File: config.mk
export PLATFORM = sky130hd
export DESIGN_NAME = freq_rescale
export DESIGN_NICKNAME = d
export VERILOG_FILES = /design/src/rtl/rescale_pkg.sv /design/src/rtl/rsc_window.sv /design/src/rtl/rsc_divider.sv /design/src/rtl/freq_rescale.sv
export SDC_FILE = /design/constraint.sdc
export NUM_CORES = 2
export LEC_CHECK = 0
export BUFFER_PORTS_ARGS = -buffer_cell sky130_fd_sc_hd__buf_2
export CAP_MARGIN = 10
export CORE_MARGIN = 3
export CORE_UTILIZATION = 45
export CTS_CLUSTER_DIAMETER = 60
export DETAILED_ROUTE_END_ITERATION = 8
export GPL_ROUTABILITY_DRIVEN = 0
export HOLD_SLACK_MARGIN = 0.05
export MAX_ROUTING_LAYER = met4
export PLACE_DENSITY_LB_ADDON = 0.05
export SLEW_MARGIN = 20
export SYNTH_ARGS = -nofsm -noshare
export SYNTH_HDL_FRONTEND = slang
export SYNTH_SLANG_ARGS = --single-unit
File: constraint.sdc
create_clock -name clk_i -period 9.6 [get_ports clk_i]
set_input_delay 1.92 -clock clk_i [delete_from_list [all_inputs] [get_ports clk_i]]
set_output_delay 1.92 -clock clk_i [all_outputs]
set_load 0.03 [all_outputs]
File: src/rtl/rescale_pkg.sv
package rescale_pkg;
  typedef enum logic [1:0] {ST_IDLE, ST_RUN, ST_WRAP} rsc_state_e;
endpackage

File: src/rtl/rsc_window.sv
module rsc_window #(
  parameter int FREQ_W    = 32,
  parameter int PPM_LIMIT = 3500,
  parameter int PPM_SCALE = 1000000
) (
  input  logic [FREQ_W-1:0] f_cur_i,
  input  logic [FREQ_W-1:0] f_new_i,
  output logic              in_win_o
);
  localparam int SCALE_W = $clog2(PPM_SCALE + 1);
  localparam int CMP_W   = FREQ_W + SCALE_W;

  logic [FREQ_W-1:0] delta;
  logic [CMP_W-1:0]  lhs, rhs;

  always_comb begin
    delta    = (f_new_i >= f_cur_i) ? (f_new_i - f_cur_i) : (f_cur_i - f_new_i);
    lhs      = CMP_W'(delta) * CMP_W'(PPM_SCALE);
    rhs      = CMP_W'(f_cur_i) * CMP_W'(PPM_LIMIT);
    in_win_o = (lhs <= rhs);
  end
endmodule

File: src/rtl/rsc_divider.sv
module rsc_divider #(
  parameter int NUM_W = 38,
  parameter int DEN_W = 32
) (
  input  logic             clk_i,
  input  logic             rst_ni,
  input  logic             load_i,
  input  logic             step_i,
  input  logic [DEN_W-1:0] hi_i,
  input  logic [NUM_W-1:0] lo_i,
  input  logic [DEN_W-1:0] den_i,
  output logic [NUM_W-1:0] quot_o
);
  logic [DEN_W-1:0] rem_q, den_q;
  logic [NUM_W-1:0] acc_q;
  logic [DEN_W:0]   trial;
  logic             fit;
  logic [DEN_W-1:0] rem_n;

  // remainder shifted left with the next dividend bit
  always_comb begin
    trial = {rem_q, acc_q[NUM_W-1]};
    fit   = (trial >= {1'b0, den_q});
    rem_n = fit ? (trial[DEN_W-1:0] - den_q) : trial[DEN_W-1:0];
  end

  always_ff @(posedge clk_i or negedge rst_ni) begin
    if (!rst_ni) begin
      rem_q <= '0;
      den_q <= '0;
      acc_q <= '0;
    end else if (load_i) begin
      rem_q <= hi_i;
      den_q <= den_i;
      acc_q <= lo_i;
    end else if (step_i) begin
      rem_q <= rem_n;
      acc_q <= {acc_q[NUM_W-2:0], fit};
    end
  end

  assign quot_o = acc_q;
endmodule

File: src/rtl/freq_rescale.sv
module freq_rescale
  import rescale_pkg::*;
#(
  parameter int MULT_W    = 38,
  parameter int FREQ_W    = 32,
  parameter int PPM_LIMIT = 3500,
  parameter int PPM_SCALE = 1000000
) (
  input  logic              clk_i,
  input  logic              rst_ni,
  input  logic              start_i,
  input  logic [MULT_W-1:0] mult_i,
  input  logic [FREQ_W-1:0] f_cur_i,
  input  logic [FREQ_W-1:0] f_new_i,
  output logic              done_o,
  output logic [MULT_W-1:0] result_o,
  output logic              overflow_o,
  output logic              in_window_o
);
  localparam int PROD_W = MULT_W + FREQ_W;
  localparam int CNT_W  = $clog2(MULT_W + 1);

  rsc_state_e        state_q;
  logic [CNT_W-1:0]  cnt_q;
  logic [FREQ_W-1:0] fcur_q, fnew_q;
  logic              ovf_q, busy, accept, win;
  logic [PROD_W-1:0] prod;
  logic [MULT_W-1:0] quot;

  assign busy   = (state_q != ST_IDLE);
  assign accept = start_i && !busy;
  assign prod   = PROD_W'(mult_i) * PROD_W'(f_new_i);

  rsc_divider #(.NUM_W(MULT_W), .DEN_W(FREQ_W)) u_div (
    .clk_i  (clk_i),
    .rst_ni (rst_ni),
    .load_i (accept),
    .step_i (state_q == ST_RUN),
    .hi_i   (prod[PROD_W-1:MULT_W]),
    .lo_i   (prod[MULT_W-1:0]),
    .den_i  (f_cur_i),
    .quot_o (quot)
  );

  rsc_window #(.FREQ_W(FREQ_W), .PPM_LIMIT(PPM_LIMIT), .PPM_SCALE(PPM_SCALE)) u_win (
    .f_cur_i  (fcur_q),
    .f_new_i  (fnew_q),
    .in_win_o (win)
  );

  always_ff @(posedge clk_i or negedge rst_ni) begin
    if (!rst_ni) begin
      state_q     <= ST_IDLE;
      cnt_q       <= '0;
      fcur_q      <= '0;
      fnew_q      <= '0;
      ovf_q       <= 1'b0;
      done_o      <= 1'b0;
      result_o    <= '0;
      overflow_o  <= 1'b0;
      in_window_o <= 1'b0;
    end else begin
      done_o <= 1'b0;
      unique case (state_q)
        ST_IDLE: if (accept) begin
          fcur_q  <= f_cur_i;
          fnew_q  <= f_new_i;
          // quotient fits MULT_W bits only if the high product part is below the divisor
          ovf_q   <= (prod[PROD_W-1:MULT_W] >= f_cur_i);
          cnt_q   <= CNT_W'(MULT_W);
          state_q <= ST_RUN;
        end
        ST_RUN: begin
          cnt_q <= cnt_q - 1'b1;
          if (cnt_q == CNT_W'(1)) state_q <= ST_WRAP;
        end
        ST_WRAP: begin
          result_o    <= ovf_q ? '1 : quot;
          overflow_o  <= ovf_q;
          in_window_o <= win;
          done_o      <= 1'b1;
          state_q     <= ST_IDLE;
        end
        default: state_q <= ST_IDLE;
      endcase
    end
  end
endmodule

* After elaboration in Yosys (flattened, before gate mapping)
Index checks and enable logic that the tools add are counted.
** Word-level totals
- Flip-flop bits (word level) :: 216
- Bits of input ports :: 105
- Output and inout bits :: 41
- Word-level logic and storage cells :: 50
** Cells by class
- Add/sub/neg operators :: 4
- Multiply operators :: 3
- Magnitude comparators :: 4
- Equal/unequal tests :: 5
- Muxes and demuxes :: 13
- Reductions and logical operators :: 9
** Operators by type and width (count)
- $mux 32 :: 4
- $mux 38 :: 3
- $sub 32x32->32 :: 3
- $mul 38x32->70 :: 1
- $ge 32x32->1 :: 2
- $le 52x44->1 :: 1
- $mul 32x14->46 const B :: 1
- $mul 32x10->42 const B :: 1
- $ge 33x32->1 :: 1
- $pmux 6 s2 :: 1
- $eq 6x1->1 const B :: 1
- $mux 6 :: 1
- $reduce_and 2->1 :: 3
- $reduce_bool 2->1 :: 3
- $sub 6x1->6 const B :: 1
- $mux 2 :: 2
- $ne 2x2->1 const B :: 2
- $pmux 2 s2 :: 1
- $eq 2x1->1 const B :: 1
- $eq 2x2->1 const B :: 1
- $logic_not 2->1 :: 1
- $logic_and 1x1->1 :: 1
- $logic_not 1->1 :: 1
- $mux 1 :: 1

* Longest topological paths before layout
- Word-level depth :: 5
- Depth in mapped cells :: 50
- Gate-level depth less buffers :: 48

* Cells and area by module
Synthesis repeated with hierarchy kept, for this count alone.
** Unflattened totals
- Cells, all modules :: 7895
- Area total of the unflattened synthesis :: 69045.0 µm²
** By module, submodules not included
- freq_rescale :: instances 1, cells an instance 5070, area an instance 44342.5 µm², seq. area each 2852.7 µm²
- rsc_window :: instances 1, cells an instance 2090, area an instance 18164.9 µm², seq. area each 0.0 µm²
- rsc_divider :: instances 1, cells an instance 735, area an instance 6537.5 µm², seq. area each 2552.4 µm²

* Worst setup path after synthesis
OpenSTA, ideal clock, no wires.
- Path kind :: input port to flip-flop
- Start :: in f_new_i[3]
- End :: reg ovf_q
- Library setup time :: 121 ps
- Arrival :: 10377 ps
- Data required time :: 9479 ps
- Path slack :: -899 ps
- Stages :: 41
- Path buffers :: 3
- Cell sequence :: clkbuf_1 -> clkbuf_1 -> nand2_1 -> fa_1 -> inv_1 -> fa_1 -> inv_1 -> fa_1 -> inv_1 -> fa_1 -> inv_1 -> fa_1 -> inv_1 -> fa_1 -> fa_1 -> inv_1 -> fa_1 -> inv_1 -> (+5 left out) -> a21boi_0 -> o311ai_0 -> nand3_1 -> o31a_1 -> o21ai_0 -> o21ai_0 -> xnor2_1 -> ha_1 -> a21o_1 -> a21oi_1 -> nor2b_1 -> o21ai_0 -> nand2b_1 -> a21oi_1 -> nor2b_1 -> o21ai_0 -> o311ai_0 -> o22a_1
** On the way
- Cells in the longest elaborated chain, start to end :: 2
** RTL lines
- start: declaration :: RTL line freq_rescale.sv:14 : input logic [FREQ_W-1:0] f_new_i,
- $mul 38x32->70 :: RTL line freq_rescale.sv:32 : assign prod = PROD_W'(mult_i) * PROD_W'(f_new_i);
- $ge 32x32->1 :: RTL line freq_rescale.sv:69 : ovf_q <= (prod[PROD_W-1:MULT_W] >= f_cur_i);
- end signal: assignment :: RTL line freq_rescale.sv:69
- end: declaration :: RTL line freq_rescale.sv:26 : logic ovf_q, busy, accept, win;
No other way between the ends.
A chain may end at the register's enable or synchronous reset.

* Worst setup path after layout
- Start :: in mult_i[13]
- End :: reg ovf_q
** On the way
- Cells in the longest elaborated chain, start to end :: 2
** RTL lines
- start: declaration :: RTL line freq_rescale.sv:12 : input logic [MULT_W-1:0] mult_i,
- $mul 38x32->70 :: RTL line freq_rescale.sv:32
- $ge 32x32->1 :: RTL line freq_rescale.sv:69
No other way between the ends.

==> flow_summary.json <==
{
  "vias": 53972,
  "syn_area_per_cell_um2": 8.74,
  "yosys_warnings": 0,
  "wl_per_cell_um": 19.8,
  "cp_slowest_cell": "fa_2",
  "drtPass1Iterations": 6,
  "dieArea_um2": 152000,
  "ys_seq_elements": 184,
  "cts.sinks": 184,
  "synthFlopType": "dfrtp_1",
  "hp-class": "flip-flop to flip-flop",
  "cts_root_buf": "clkbuf_16",
  "yosysUniqueCellTypes": 100,
  "track_usage_pct": 28.5,
  "hold_viol": 0,
  "netlist_area_um2": 66200,
  "stdcell_area_um2": 80800,
  "fin_crit_sh_pct": 105,
  "multi_input_area_um2": 55600,
  "synthCells": 7576,
  "fillers": 13728,
  "synth_top_area_share_pct": 40.7,
  "ant_nets": 0,
  "hpwl_um": 180000,
  "numCtsBuffers": 17,
  "synth_common_cells": "1675 x inv_1, 1346 x fa_1, 1247 x nand2_1, 720 x ha_1, 337 x clkbuf_1",
  "io_buffers": 145,
  "async_flop_share_pct": 100,
  "initial_core_util_pct": 45.4,
  "status": "finished, violations left",
  "hold_ws_ps": 468,
  "post-route-drc-count": 0,
  "synthTopCellsByArea": "fa_1 41%, ha_1 14%, inv_1 9.5%",
  "grtUsageMet2_pct": 46.8,
  "worstSetupPathType": "input pin to flip-flop",
  "synthToLayoutAreaGrowth_pct": 22.1,
  "path_max_fanout": 6,
  "grt_overflow_total": 0,
  "clk_pin_slew_ps": 70,
  "rows": 140,
  "critPathMostFrequentCell": "fa_1",
  "violations": "negative setup slack",
  "worstMarginPinSlew_ps": 1060,
  "die_h_um": 390,
  "worstPathRequired_ps": 9970,
  "synth_area_leader_cell": "fa_1",
  "routed_wl_um": 207000,
  "synth_nets": 9747,
  "met3_usage_pct": 2.38,
  "cp-start-kind": "input pin",
  "grtUsageMet1_pct": 39.1,
  "synth-seq-area-share_pct": 6.95,
  "yosys.cell_count.top_type": "inv_1",
  "cts_tree": "built",
  "antenna_found_initial": 4,
  "cp-end-kind": "flip-flop",
  "top_usage_layer": "met2",
  "nets": 10724,
  "crit_arrival_ps": 10410,
  "relSlewSlack_pct": 28.7,
  "period_needed_ps": 10040,
  "seq_area_um2": 4610,
  "cts_max_path_buffers": 2,
  "finClkSkew_ps": 23.7,
  "clock.fmax_ghz": 0.0996,
  "timing.max_cap.violations": 0,
  "rsz0062_at_grt": "yes",
  "clkLatencyLatePin_ps": 500,
  "setup_viol": 2,
  "synth_edf_count": 0,
  "drt-initial-drc-count": 3078,
  "io_pins": 146,
  "vias_per_cell": 5.15,
  "core_area_um2": 146000,
  "drive_above_1_share_pct": 20.1,
  "report.final.slew_viol_count": 0,
  "grt_pass1_wl_um": 327000,
  "first_global_vias": 57581,
  "setup_tns_ps": -687,
  "die_x_um": 390,
  "fin_ws_ps": -435,
  "slowest_delay_ps": 570,
  "placedInstanceArea_um2": 76700,
  "ctsHoldBuffers": 0,
  "htreeDepth": 4,
  "grt_max_degree": 147
}
-- per-layer routing --
| layer | part of all wire (%) | wire length, um |
|---|---|---|
| met5 | 0 | 0 |
| met1 | 46 | 94300 |
| met4 | 2.2 | 4540 |
| met2 | 48 | 99400 |
| met3 | 4.3 | 8940 |
-- registers in the layout, summed over array words and instances (netlist names) --
| name | flops |
|---|---|
| u_div.den_q | 26 |
| fcur_q | 6 |
| u_div.rem_q | 32 |
| cnt_q | 6 |
| in_window_o | 1 |
| fnew_q | 32 |
| ovf_q | 1 |
| u_div.quot_o | 38 |
| overflow_o | 1 |
| state_q | 2 |
| done_o | 1 |
| result_o | 38 |
-- what timing repair did --
item / in CTS / in global routing
pin swaps: 245 / 81
cloned: 10 / 0
gates resized for setup: 397 / 81
endpoints found under the setup margin: 2 / 2
buffers inserted: 120 / 25
-- area by class of cell --
| cell class | count | area share [%] |
|---|---|---|
| multi-input cells | 5348 | 68.8 |
| well taps | 1917 | 2.97 |
| diodes | 2 | 0.00619 |
| clock buffers | 17 | 0.526 |
| clock inverters | 15 | 0.249 |
| flip-flops and latches | 184 | 5.71 |
| inverters | 1678 | 7.79 |
| repair buffers | 1324 | 14.0 |
-- worst max-delay path: cells and delay by family --
| family | cells | cell delay [ps] |
|---|---|---|
| compound gates | 9 | 1540 |
| xor+xnor | 1 | 160 |
| fa+ha+maj | 10 | 4610 |
| buf+inv | 11 | 1280 |
| simple gates | 7 | 860 |
-- logic make-up (layout without fill, tap and decap cells) --
family | count (synthesis) | after routing | share of synthesized area [%]
AO/OA/AOI/OAI | 1046 | 1046 | 10.2
adder cells (fa/ha/maj) | 2072 | 2072 | 54.4
buffers and inverters | 2044 | 3034 | 11.7
other | 0 | 2 | 0
flip-flops | 184 | 184 | 6.95
AND/OR/NAND/NOR | 1982 | 1982 | 13.3
multiplexers | 25 | 25 | 0.406
XOR/XNOR | 223 | 223 | 3.12
-- worst paths after layout --
path                                   end  slack (ps)  cells after the start        from
min in group asynchronous  u_div.den_q[30]        1310                      1      rst_ni
min                             overflow_o         470                      2  overflow_o
max                                  ovf_q        -440                     38  mult_i[13]
min reg2reg                     overflow_o         470                      2  overflow_o
max reg2reg                    in_window_o        -250                     43   fcur_q[0]
max in group asynchronous     result_o[30]        7020                      2      rst_ni
-- cell usage in the layout (no fill, tap or decap), types with 19 or more instances in the layout --
cell type  instances
nand2_1         1220
xnor2_1          124
o21bai_1          51
o21a_1            24
buf_4           1057
fa_2              61
a21o_1           158
ha_4              43
and2_1           261
o21ai_0          243
a211oi_1          20
buf_2             94
buf_12            78
a21oi_2           32
xor2_1            72
inv_1           1639
a21oi_1          232
o21ai_1           26
buf_6             67
and3_1            23
fa_1            1285
nand2b_1          32
ha_1             676
nand4_1           52
nand3_1           48
a31oi_1           29
nand2_2           23
nor2b_1           28
dfrtp_1          178
nor2_1           171
inv_2             39
o211ai_1          19
a22oi_1           45
nor3_1            38
-- stage by stage --
stage | utilization, % | cells | worst slack [ps]
2_1_floorplan | - | 7576 | -242
3_3_place_gp | 52.6 | 10304 | -1320
3_5_place_dp | 52.6 | 10304 | -1370
4_1_cts | 55.0 | 10459 | -310
5_1_grt | 55.4 | 10485 | -720
6_report | 55.4 | 10485 | -435
Power is left out: the tool's default activity adds up to more than one toggle a clock period on the data nets, which glitch-free logic cannot reach.
